## src/rtl/aud_ser_pkg.sv

```systemverilog
package aud_ser_pkg;

    typedef enum logic {
        FMT_I2S  = 1'b0,
        FMT_MSBJ = 1'b1
    } fmt_e;

    typedef enum logic {
        CH_LEFT  = 1'b0,
        CH_RIGHT = 1'b1
    } chan_e;

    typedef struct packed {
        logic  tx_start;
        logic  rx_start;
        chan_e chan;
    } frame_ev_t;

    function automatic chan_e ws_to_chan(logic ws, logic pol);
        return chan_e'(ws ^ pol);
    endfunction

endpackage

```

## src/rtl/aud_ser_frame.sv

```systemverilog
module aud_ser_frame
    import aud_ser_pkg::*;
(
    input  logic      clk,
    input  logic      rst,
    input  logic      bclk_fall,
    input  logic      bclk_rise,
    input  logic      ws,
    input  logic      ws_edge,
    input  logic      ws_pol,
    input  fmt_e      fmt,
    output frame_ev_t ev
);
    logic  edge_pend;
    logic  rx_arm;
    chan_e chan_q;
    logic  tx_start;

    assign tx_start    = bclk_fall & ((fmt == FMT_MSBJ) ? ws_edge : edge_pend);
    assign ev.tx_start = tx_start;
    assign ev.rx_start = bclk_rise & rx_arm;
    assign ev.chan     = chan_q;

    always_ff @(posedge clk) begin
        if (rst) begin
            edge_pend <= 1'b0;
            rx_arm    <= 1'b0;
            chan_q    <= CH_LEFT;
        end else begin
            if (bclk_fall)
                edge_pend <= ws_edge;
            if (tx_start) begin
                rx_arm <= 1'b1;
                chan_q <= ws_to_chan(ws, ws_pol);
            end else if (bclk_rise) begin
                rx_arm <= 1'b0;
            end
        end
    end
endmodule

```

## src/rtl/aud_ser_tx.sv

```systemverilog
module aud_ser_tx #(
    parameter int SW = 16,
    parameter int NW = 8
) (
    input  logic          clk,
    input  logic          rst,
    input  logic          bclk_fall,
    input  logic          start,
    input  logic          wide,
    input  logic          valid,
    input  logic [SW-1:0] data,
    output logic          sdo,
    output logic          underrun
);
    localparam int PAD = SW - NW;

    logic [SW-1:0] word;
    logic [SW-1:0] sh;

    always_comb begin
        if (!valid)
            word = '0;
        else if (wide)
            word = data;
        else
            word = {data[NW-1:0], {PAD{1'b0}}};
    end

    always_ff @(posedge clk) begin
        if (rst) begin
            sh       <= '0;
            sdo      <= 1'b0;
            underrun <= 1'b0;
        end else begin
            underrun <= start & ~valid;
            if (start) begin
                sdo <= word[SW-1];
                sh  <= {word[SW-2:0], 1'b0};
            end else if (bclk_fall) begin
                sdo <= sh[SW-1];
                sh  <= {sh[SW-2:0], 1'b0};
            end
        end
    end
endmodule

```

## src/rtl/aud_ser_rx.sv

```systemverilog
module aud_ser_rx
    import aud_ser_pkg::*;
#(
    parameter int SW = 16,
    parameter int NW = 8
) (
    input  logic          clk,
    input  logic          rst,
    input  logic          bclk_rise,
    input  logic          start,
    input  logic          wide,
    input  logic          sdi,
    input  chan_e         chan,
    output logic          rx_valid,
    output logic [SW-1:0] rx_data,
    output chan_e         rx_chan
);
    localparam int CW  = $clog2(SW + 1);
    localparam int IW  = $clog2(SW);
    localparam int PAD = SW - NW;

    logic [SW-1:0] sh;
    logic [CW-1:0] cnt;
    logic [CW-1:0] lim;
    logic [IW-1:0] idx;
    logic          have;
    chan_e         cur_chan;
    logic [SW-1:0] aligned;

    assign lim = wide ? CW'(SW) : CW'(NW);
    assign idx = IW'(SW - 1) - cnt[IW-1:0];
    assign aligned = wide ? sh : {{PAD{1'b0}}, sh[SW-1 -: NW]};

    always_ff @(posedge clk) begin
        if (rst) begin
            sh       <= '0;
            cnt      <= '0;
            have     <= 1'b0;
            cur_chan <= CH_LEFT;
            rx_valid <= 1'b0;
            rx_data  <= '0;
            rx_chan  <= CH_LEFT;
        end else begin
            rx_valid <= 1'b0;
            if (start) begin
                if (have) begin
                    rx_valid <= 1'b1;
                    rx_data  <= aligned;
                    rx_chan  <= cur_chan;
                end
                sh       <= {sdi, {(SW-1){1'b0}}};
                cnt      <= CW'(1);
                have     <= 1'b1;
                cur_chan <= chan;
            end else if (bclk_rise && have && (cnt < lim)) begin
                sh[idx] <= sdi;
                cnt     <= cnt + CW'(1);
            end
        end
    end
endmodule

```

## src/rtl/aud_ser_top.sv

```systemverilog
module aud_ser_top
    import aud_ser_pkg::*;
#(
    parameter int SAMPLE_W = 16,
    parameter int NARROW_W = 8
) (
    input  logic                bclk_fall_i,
    input  logic                clk,
    input  logic                rst,
    input  logic                bclk_rise_i,
    input  logic                ws_i,
    input  logic                ws_edge_i,
    input  logic                fmt_msbj_i,
    input  logic                wide_i,
    input  logic                ws_pol_i,
    input  logic                tx_valid_i,
    input  logic [SAMPLE_W-1:0] tx_data_i,
    output logic                tx_ready_o,
    output logic                sdo_o,
    output logic                underrun_o,
    input  logic                sdi_i,
    output logic                rx_valid_o,
    output logic [SAMPLE_W-1:0] rx_data_o,
    output logic                rx_chan_o,
    output logic                chan_o
);
    frame_ev_t ev;
    chan_e     rx_chan;

    aud_ser_frame frame_i (
        .clk       (clk),
        .rst       (rst),
        .bclk_fall (bclk_fall_i),
        .bclk_rise (bclk_rise_i),
        .ws        (ws_i),
        .ws_edge   (ws_edge_i),
        .ws_pol    (ws_pol_i),
        .fmt       (fmt_e'(fmt_msbj_i)),
        .ev        (ev)
    );

    aud_ser_tx #(.SW(SAMPLE_W), .NW(NARROW_W)) tx_i (
        .clk       (clk),
        .rst       (rst),
        .bclk_fall (bclk_fall_i),
        .start     (ev.tx_start),
        .wide      (wide_i),
        .valid     (tx_valid_i),
        .data      (tx_data_i),
        .sdo       (sdo_o),
        .underrun  (underrun_o)
    );

    aud_ser_rx #(.SW(SAMPLE_W), .NW(NARROW_W)) rx_i (
        .clk       (clk),
        .rst       (rst),
        .bclk_rise (bclk_rise_i),
        .start     (ev.rx_start),
        .wide      (wide_i),
        .sdi       (sdi_i),
        .chan      (ev.chan),
        .rx_valid  (rx_valid_o),
        .rx_data   (rx_data_o),
        .rx_chan   (rx_chan)
    );

    assign tx_ready_o = ev.tx_start;
    assign chan_o     = ev.chan;
    assign rx_chan_o  = rx_chan;
endmodule

```

## config.mk

```make
export PLATFORM = sky130hd
export DESIGN_NAME = aud_ser_top
export DESIGN_NICKNAME = d
export VERILOG_FILES = /design/src/rtl/aud_ser_pkg.sv /design/src/rtl/aud_ser_frame.sv /design/src/rtl/aud_ser_tx.sv /design/src/rtl/aud_ser_rx.sv /design/src/rtl/aud_ser_top.sv
export SDC_FILE = /design/constraint.sdc
export NUM_CORES = 1
export LEC_CHECK = 0
export ABC_AREA = 1
export BUFFER_PORTS_ARGS = -buffer_cell sky130_fd_sc_hd__buf_2
export CAP_MARGIN = 25
export CORE_UTILIZATION = 40
export CTS_CLUSTER_SIZE = 16
export DETAILED_ROUTE_END_ITERATION = 8
export SLEW_MARGIN = 5
export SYNTH_ARGS = -nofsm -noshare
export SYNTH_HDL_FRONTEND = slang
export SYNTH_HIERARCHICAL = 1
export SYNTH_SLANG_ARGS = --single-unit
```

## constraint.sdc

```tcl
create_clock -name clk -period 2.25 [get_ports clk]
set_input_delay 0.45 -clock clk [delete_from_list [all_inputs] [get_ports clk]]
set_output_delay 0.45 -clock clk [all_outputs]
set_load 0.05 [all_outputs]
```

==> out/results.txt <==
Syn Area/Cell -> 6.82 sq um
Outcome -> complete, no violations
Maximum VDD drop -> 0.000233 V
Clock group share of total power -> 46.9%
Width of the die -> 89.8 um
Area of the mapped netlist -> 3080 sq um
Worst-Skew Late Latency -> 340 ps
Post-route minimum period -> 1770 ps
Total I/O pin count -> 49
Worst clock skew on the final layout -> 13.7 ps
Post-synthesis async set-or-reset flop share -> 0%
Net switching share of the total power -> 25.2%
Sequential cell area -> 1220 sq um
Net total in the final layout -> 529
Number of max-cap violations -> 0
Clock sink count -> 61
Max Fclk -> 564 MHz
Initial core utilization -> 41.8%
Maximum level of the CTS H-tree -> 3
Die area -> 8060 sq um
Final antenna-violating net count -> 0
Critical Path End Type -> output port
Capture point of the worst reg-to-reg path -> rx_i/sh[10]$_SDFFE_PP0P_
Gate power share -> 9.4%
Post-CTS setup buffers -> 0
Worst Hold Path Cells -> 2
Area of the multi-input gates -> 1420 sq um
Startpoint of the lowest-slack register-to-register path -> rx_i/cnt[4]$_SDFFE_PP0P_
Share of cells above drive strength 1 -> 18.3%
Sequential-to-total area share from yosys stat -> 39.6%
Main flop type after synthesis -> sky130_fd_sc_hd__dfxtp_1
Leakage power total -> 1.78 nW
Unrepaired setup endpoints after global routing -> no
Length in cells of the worst reg-to-reg path -> 8
Most common cell after layout, fill and taps aside -> sky130_fd_sc_hd__nand2_1
Worst-case clock buffer depth -> 2
Layout overhead on the synthesized area -> 16.8%
Post-detailed-route wirelength per cell -> 11.6 um
Number of buffers added on ports -> 48
Count of final setup violators -> 0
Yosys warnings -> 6
Required time of the critical path -> 1800 ps
Worst Hold Launch -> tx_valid_i
Vias -> 2792
HPWL after detailed placement -> 4870 um
Net Sw Power -> 648 uW
Data arrival time at the worst-slack endpoint -> 1320 ps
Number of buffers inserted during clock tree synthesis -> 9
Pin count of the biggest net entering global routing -> 32
First-pass DRT Iterations -> 4
Vias in the first global route -> 2494
Number of distinct standard cells referenced by the synthesized netlist -> 29
Post-Route WL -> 6980 um
Std-Cell Core Area -> 7370 sq um
CTS clock-pin slew for the worst setup and hold paths -> 70 ps
Residual DRC count -> 0
Global-route usage over all layers -> 18.3%
Cell count after synthesis -> 452
Number of hold buffers added after cts -> 0
HP Class -> in2reg
Final number of max-transition violations -> 0
Post-layout util -> 48.9%
Hold Fails Final Rpt -> 0
Worst-Margin Slew -> 619 ps
Post-synth EDFFs -> 0
Setup TNS -> 0 ps
Wire length of the first global-routing pass -> 12100 um
Reg2reg setup slack -> 570 ps
Net count after synthesis -> 484
Antenna violations before repair -> 0
Flip-flop and latch count after synthesis -> 61
Overflow left after global routing -> 0
DRC violation total after the first TritonRoute iteration -> 187
Max-slew headroom -> 58.7%
Routability congestion estimate -> 0.903
Via-to-Cell Ratio -> 4.65
Fill count -> 772
CP Max Fanout -> 4
Root buf cell -> sky130_fd_sc_hd__clkbuf_8
Number of antenna cells inserted -> 0
Critical path class -> reg2out
Int Power -> 1.93 mW
Total number of placement rows -> 31
Die Height -> 89.8 um
Sequential Power Share -> 43.7%
Critical Path Start -> frame_i/edge_pend$_SDFFE_PP0P_
Pwr Density -> 715 nW/um^2
Most frequent cells in the layout -> sky130_fd_sc_hd__nand2_1 (111), sky130_fd_sc_hd__inv_1 (80), sky130_fd_sc_hd__dfxtp_1 (61)
TritonCTS clock tree -> built
Crit share post-route -> 78.7%
Crit path launch type -> register
End of the worst hold path -> tx_i/underrun$_SDFF_PP0_
Post-CTS sizing -> 0
## worst max-delay path by stage
stage	endpoint	slack, ps	cells after the start
2_1_floorplan	rx_i/sh[12]$_SDFFE_PP0P_	620	10
3_3_place_gp	rx_i/sh[10]$_SDFFE_PP0P_	370	10
3_5_place_dp	rx_i/sh[10]$_SDFFE_PP0P_	320	10
4_1_cts	tx_ready_o	460	5
5_1_grt	tx_ready_o	390	5
6_report	tx_ready_o	480	5
## logic make-up after synthesis
logic type | after synthesis | share of synthesized area (%)
AOI/OAI and AO/OA | 69 | 13.2
and+or+nand+nor | 214 | 30.6
buffers and inverters | 102 | 14.2
xor gates and xnor gates | 1 | 0.284
DFF | 61 | 39.6
adders and majority gates | 5 | 2.03
## per-layer routing
metal / up-vias / part of all wire, % / GRT usage [%]
met4: 0 / 0.86 / 6.15
met5: - / 0 / 0
li1: 1493 / - / -
met3: 6 / 4.4 / 3.30
met2: 62 / 43 / 26.9
met1: 1231 / 52 / 26.7
## registers in the layout, indices dropped and copies added (netlist names)
signal	flops
rx_i/rx_data	16
rx_i/sh	16
tx_i/sh	15
rx_i/cnt	5
frame_i/chan_q	1
frame_i/edge_pend	1
frame_i/rx_arm	1
rx_i/cur_chan	1
rx_i/have	1
rx_i/rx_chan	1
rx_i/rx_valid	1
tx_i/sdo	1
tx_i/underrun	1
## power groups by stage
stage,logic (mW),clock network (mW),registers [mW]
after floorplan,0.171,0,1.16
after global placement,0.240,0,1.15
after detailed placement,0.243,0,1.15
after CTS,0.245,1.23,1.13
after global routing,0.273,1.29,1.13
final,0.243,1.21,1.13
## per-stage QoR
| step | cell area (sq um) | setup slack (ps) | instances | power (mW) | hold slack (ps) |
|---|---|---|---|---|---|
| 2_1_floorplan | 3080 | 617 | 452 | 1.33 | 437 |
| 3_3_place_gp | 3350 | 372 | 585 | 1.39 | 454 |
| 3_5_place_dp | 3350 | 317 | 585 | 1.39 | 459 |
| 4_1_cts | 3600 | 457 | 601 | 2.60 | 288 |
| 5_1_grt | 3600 | 387 | 601 | 2.69 | 302 |
| 6_report | 3600 | 478 | 601 | 2.58 | 294 |
## critical path: stages, from the launching register on
cell and delay, ps:
sky130_fd_sc_hd__dfxtp_1 330, sky130_fd_sc_hd__inv_1 50, sky130_fd_sc_hd__nand2_2 50, sky130_fd_sc_hd__nand3_2 90
sky130_fd_sc_hd__inv_1 180, sky130_fd_sc_hd__buf_2 300
## cells in the mapped netlist, types with 2 or more instances
| library cell | instances | area share (%) |
|---|---|---|
| sky130_fd_sc_hd__clkbuf_1 | 3 | 0.37 |
| sky130_fd_sc_hd__inv_1 | 80 | 9.7 |
| sky130_fd_sc_hd__buf_2 | 7 | 1.1 |
| sky130_fd_sc_hd__o31ai_1 | 5 | 1.2 |
| sky130_fd_sc_hd__nor2_1 | 56 | 6.8 |
| sky130_fd_sc_hd__o211ai_1 | 11 | 2.7 |
| sky130_fd_sc_hd__a21oi_2 | 2 | 0.57 |
| sky130_fd_sc_hd__buf_4 | 6 | 1.5 |
| sky130_fd_sc_hd__nand4_1 | 3 | 0.61 |
| sky130_fd_sc_hd__dfxtp_1 | 61 | 40 |
| sky130_fd_sc_hd__o21ai_1 | 7 | 1.1 |
| sky130_fd_sc_hd__nand2_1 | 111 | 14 |
| sky130_fd_sc_hd__a21oi_1 | 22 | 3.6 |
| sky130_fd_sc_hd__nand3_1 | 23 | 3.7 |
| sky130_fd_sc_hd__o21ai_0 | 20 | 3.2 |
| sky130_fd_sc_hd__ha_1 | 5 | 2.0 |
| sky130_fd_sc_hd__inv_2 | 2 | 0.24 |
| sky130_fd_sc_hd__nor3_1 | 3 | 0.49 |
| sky130_fd_sc_hd__nand2_2 | 3 | 0.61 |
| sky130_fd_sc_hd__nor2_4 | 3 | 1.1 |
| sky130_fd_sc_hd__nand3_2 | 11 | 3.6 |
## cell type report
| class | count | area share, % |
|---|---|---|
| clock buffer | 9 | 3.44 |
| clock inverter | 7 | 3.44 |
| inverter | 84 | 8.79 |
| multi-input combinational | 289 | 39.5 |
| sequential | 61 | 33.9 |
| tap | 99 | 3.44 |
| timing repair buffer | 52 | 7.50 |
Note: power is estimated with default switching activity, not from simulation.
